<file path="config.mk">
export PLATFORM = sky130hd
export DESIGN_NAME = brownout_stretch
export DESIGN_NICKNAME = d
export VERILOG_FILES = /design/src/rtl/brownout_stretch.sv
export SDC_FILE = /design/constraint.sdc
export NUM_CORES = 1
export LEC_CHECK = 0
export BUFFER_PORTS_ARGS = -buffer_cell sky130_fd_sc_hd__buf_4
export CAP_MARGIN = 40
export CORE_AREA = 2 2 62 64
export DETAILED_ROUTE_END_ITERATION = 16
export DIE_AREA = 0 0 64 66
export GPL_ROUTABILITY_DRIVEN = 0
export PLACE_DENSITY = 0.73
export REMOVE_ABC_BUFFERS = 1
export SLEW_MARGIN = 40
export SYNTH_ARGS = -nofsm -noshare
export SYNTH_HDL_FRONTEND = slang
export SYNTH_SLANG_ARGS = --single-unit
</file>
<file path="constraint.sdc">
create_clock -name clk -period 5.6 [get_ports clk]
set_input_delay 1.12 -clock clk [delete_from_list [all_inputs] [get_ports clk]]
set_output_delay 1.12 -clock clk [all_outputs]
set_load 0.02 [all_outputs]
</file>
<file path="src/rtl/brownout_stretch.sv">
module brownout_stretch #(
  parameter int CLK_HZ     = 50_000_000,
  parameter int FILTER_CYC = CLK_HZ / 250_000,
  parameter int ASSERT_CYC = CLK_HZ / 50_000,
  parameter int HOLD_CYC   = (CLK_HZ / 1000) * 240
) (
  input  logic clk,
  input  logic por_n,
  input  logic below_i,
  input  logic pol_hi_i,
  output logic rst_o
);
  localparam int QUAL = (ASSERT_CYC > FILTER_CYC) ? ASSERT_CYC : FILTER_CYC + 1;
  localparam int FW   = $clog2(QUAL + 1);
  localparam int HW   = $clog2(HOLD_CYC + 1);
  localparam logic [FW-1:0] QMAX = FW'(QUAL - 1);
  localparam logic [HW-1:0] HMAX = HW'(HOLD_CYC - 1);

  logic          s1, s2, low, active;
  logic [FW-1:0] fcnt;
  logic [HW-1:0] hcnt;
  logic          qualify;

  always_ff @(posedge clk or negedge por_n)
    if (!por_n) {s2, s1} <= 2'b00;
    else        {s2, s1} <= {s1, below_i};

  always_ff @(posedge clk or negedge por_n)
    if (!por_n)             fcnt <= '0;
    else if (!s2)           fcnt <= '0;
    else if (fcnt != QMAX)  fcnt <= fcnt + 1'b1;

  assign qualify = s2 && (fcnt == QMAX);

  always_ff @(posedge clk or negedge por_n)
    if (!por_n)       low <= 1'b0;
    else if (qualify) low <= 1'b1;
    else if (!s2)     low <= 1'b0;

  always_ff @(posedge clk or negedge por_n)
    if (!por_n) begin
      active <= 1'b1;
      hcnt   <= '0;
    end else if (qualify) begin
      active <= 1'b1;
      hcnt   <= '0;
    end else if (active && !low) begin
      if (hcnt == HMAX) begin
        active <= 1'b0;
        hcnt   <= '0;
      end else begin
        hcnt <= hcnt + 1'b1;
      end
    end

  assign rst_o = active ~^ pol_hi_i;

  p_dip_asserts_r3: assert property (@(posedge clk) disable iff (!por_n)
    qualify |=> active);
  p_filter_clears_r4: assert property (@(posedge clk) disable iff (!por_n)
    (fcnt != '0 && !s2) |=> fcnt == '0);
  p_release_after_hold_r5: assert property (@(posedge clk) disable iff (!por_n)
    $fell(active) |-> $past(hcnt) == HMAX);
  p_redip_restarts_r6: assert property (@(posedge clk) disable iff (!por_n)
    low |=> hcnt == '0);
  p_fcnt_bound_r8: assert property (@(posedge clk) disable iff (!por_n)
    fcnt <= QMAX);
  p_no_release_while_low_r3: assert property (@(posedge clk) disable iff (!por_n)
    low |-> active);
endmodule

</file>
==> run summary <==
Die footprint - 4220 um^2
Initial antenna violation count - 0
Ys async rst share - 100%
Cell mode on critical path - buf_4
Post-DP HPWL - 2.94 mm
GRT overflow - 0
Drt via density - 6.41
Setup Skew - 8.62 ps
Crit Path Class - input port to output pin
Hold Crit Class - register to register
Pin count of the biggest net entering global routing - 39
Synth Warn # - 0
First-pass DRT Iterations - 4
Dominant cells by area after synthesis - dfrtp_1 45%, a21oi_1 5.1%, nand2_1 4.3%
Antenna Nets Post-Route - 0
Post-synth EDFFs - 0
Post-synthesis cell type count - 46
Outcome - finished clean
CTS Buf Count - 5
Worst path depth - 3
FF-to-FF Start - hcnt[10]
Die Wd - 64 um
GRT Util Overall - 22.4%
Share of layout cells above drive strength 1 - 10.9%
Worst-path cell chain - buf_4 -> xnor2_1 -> buf_4
# DRC - 0
Clk_lat worst skew - 350 ps
Final std cells w/o fill - 268
CORE AREA - 3550 um^2
Max VDD drop - 0.166 mV
Setup Fix Bufs, Post-CTS - 0
Final setup fails - 0
Post-synth top area share - 44.6%
Number of nets in the layout - 225
Sequential share of the synthesized area - 45.8%
CP Max Fanout - 1
R2r setup slk - 3320 ps
Die Ht - 66 um
Arrival time worst endpoint - 1520 ps
# port buffers - 4
Initial Util - 58.5%
LEAKAGE - 0.915 nW
Crit end category - output pin
Slew @ Worst Pin - 667 ps
GR Layer Usage met2 - 38.7%
Pwr Density - 240 nW/um^2
CP max-delay cell - buf_4
Vias - 1717
Inserted Diodes - 0
Worst R2R End - hcnt[23]
Final Cycle Share - 47.1%
Global-route wire length before repair - 7.31 mm
I/O pins - 5
CTS Buffer Depth - 2
WP buf/inv - 2
Synthesized instance count - 215
Max-cap violations - 0
Vias in the first global route - 1596
#FFs+latches synth - 38
Critical Path RT - 4480 ps
Placed Cells - 260
Post-CTS Hold Buffers - 0
CP Launch Type - input port
Routed WL - 4.23 mm
Start point of the critical path - pol_hi_i
Drt initial violations - 109
H-tree depth - 2
Critical Path Max Stage Delay - 160 ps
Most frequent cell after synthesis - dfrtp_1
Top post-synthesis cells by count - 37 x dfrtp_1, 24 x nand2_1, 21 x a21oi_1, 11 x nor2_1, 10 x nand4_1
CTS Sinks - 38
Area leader, netlist - dfrtp_1
Slew headroom - 55.5%
Clock slew at reported path FFs - 110 ps
GR Util met1 - 27.7%
Critical Path End - rst_o
Fmax - 0.379 GHz
Slew Limit Fails - 0
Synthesized cell area - 2080 um^2
RSZ-0062 raised after global routing - false
Final hold violations - 0
Resize count post-CTS - 0
Top_reg_cell synth - dfrtp_1
Num rows - 22
Final min period - 2640 ps
Drt wl/cell - 15.8 um
Area growth, synth to finish - 7.53%
Met3 Resource Use GR - 5.11%
Avg Cell Area, Syn - 9.66 um^2
CTS root buffer - clkbuf_4
Most used routing layer - met2
CP top delay family - buffers and inverters
CTS tree - built
R2r worst-path depth - 4
Post-Route Setup TNS - 0 ps
## registers in the layout (all words and copies together), names as in the netlist
name	cells
hcnt	24
fcnt	10
active	1
low	1
s1	1
s2	1
## cell usage in the layout (no fill, tap or decap), drive strengths merged, types with 2 or more instances in the layout
master,count
a211oi,2
a21oi,21
and3,3
and4,6
buf,4
bufinv,2
clkbuf,6
dfrtp,37
ha,2
inv,3
mux2i,5
nand2,24
nand2b,4
nand3,9
nand4,12
nor2,15
o211ai,6
o21ai,11
o31ai,7
or3,6
or4,7
or4b,2
xnor2,4
xor2,7
## metal layers
| metal | share of wire, % | vias up |
|---|---|---|
| met4 | 1.3 | 0 |
| met1 | 44 | 863 |
| met5 | 0 | - |
| li1 | - | 824 |
| met3 | 3.1 | 5 |
| met2 | 51 | 25 |
## kinds of logic after synthesis
| family | synth area share [%] |
|---|---|
| simple gates | 27.8 |
| compound gates | 15.4 |
| flops | 45.8 |
| xor+xnor | 4.64 |
| buf+inv | 2.71 |
| mux | 2.41 |
| fa+ha+maj | 1.20 |
## worst reg2reg max path: cells and delay by family, from the launching register on
kind,cells,cell delay [ps]
compound gates,2,700
flops,1,450
simple gates,2,990
## report_power, final
group	internal [mW]	switching, mW	leakage (nW)
combinational	0.00396	0.00912	0.336
clock	0.151	0.0927	0.0585
sequential	0.277	0.00229	0.520
total	0.432	0.104	0.915
## worst min-delay path by stage
stage,start,to,slack [ps],depth (start not counted)
after global placement,s1,s2,330,0
after CTS,s1,s2,360,0
after detailed placement,s1,s2,340,0
final,s1,s2,360,0
after floorplan,s1,s2,330,0
after global routing,s1,s2,370,0
## final cells by class
cell class	count	area [um^2]
fillers	276	1320
multi-input cells	167	1070
repair buffers	4	30.0
clock inverters	2	60.1
flip-flops and latches	38	952
clock buffers	6	51.3
well taps	48	60.1
inverters	3	11.3
## per-stage QoR
step | utilization (%) | hold slack, ps | area (um^2) | total power, mW | worst slack (ps)
after floorplan | - | 331 | 2030 | 0.289 | 2990
after global placement | 59.8 | 334 | 2120 | 0.297 | 2970
after detailed placement | 59.8 | 338 | 2120 | 0.298 | 2950
after CTS | 62.9 | 364 | 2230 | 0.539 | 2950
after global routing | 62.9 | 374 | 2230 | 0.557 | 2900
final | 62.9 | 361 | 2230 | 0.536 | 2960
(Power assumes the default switching activity.)
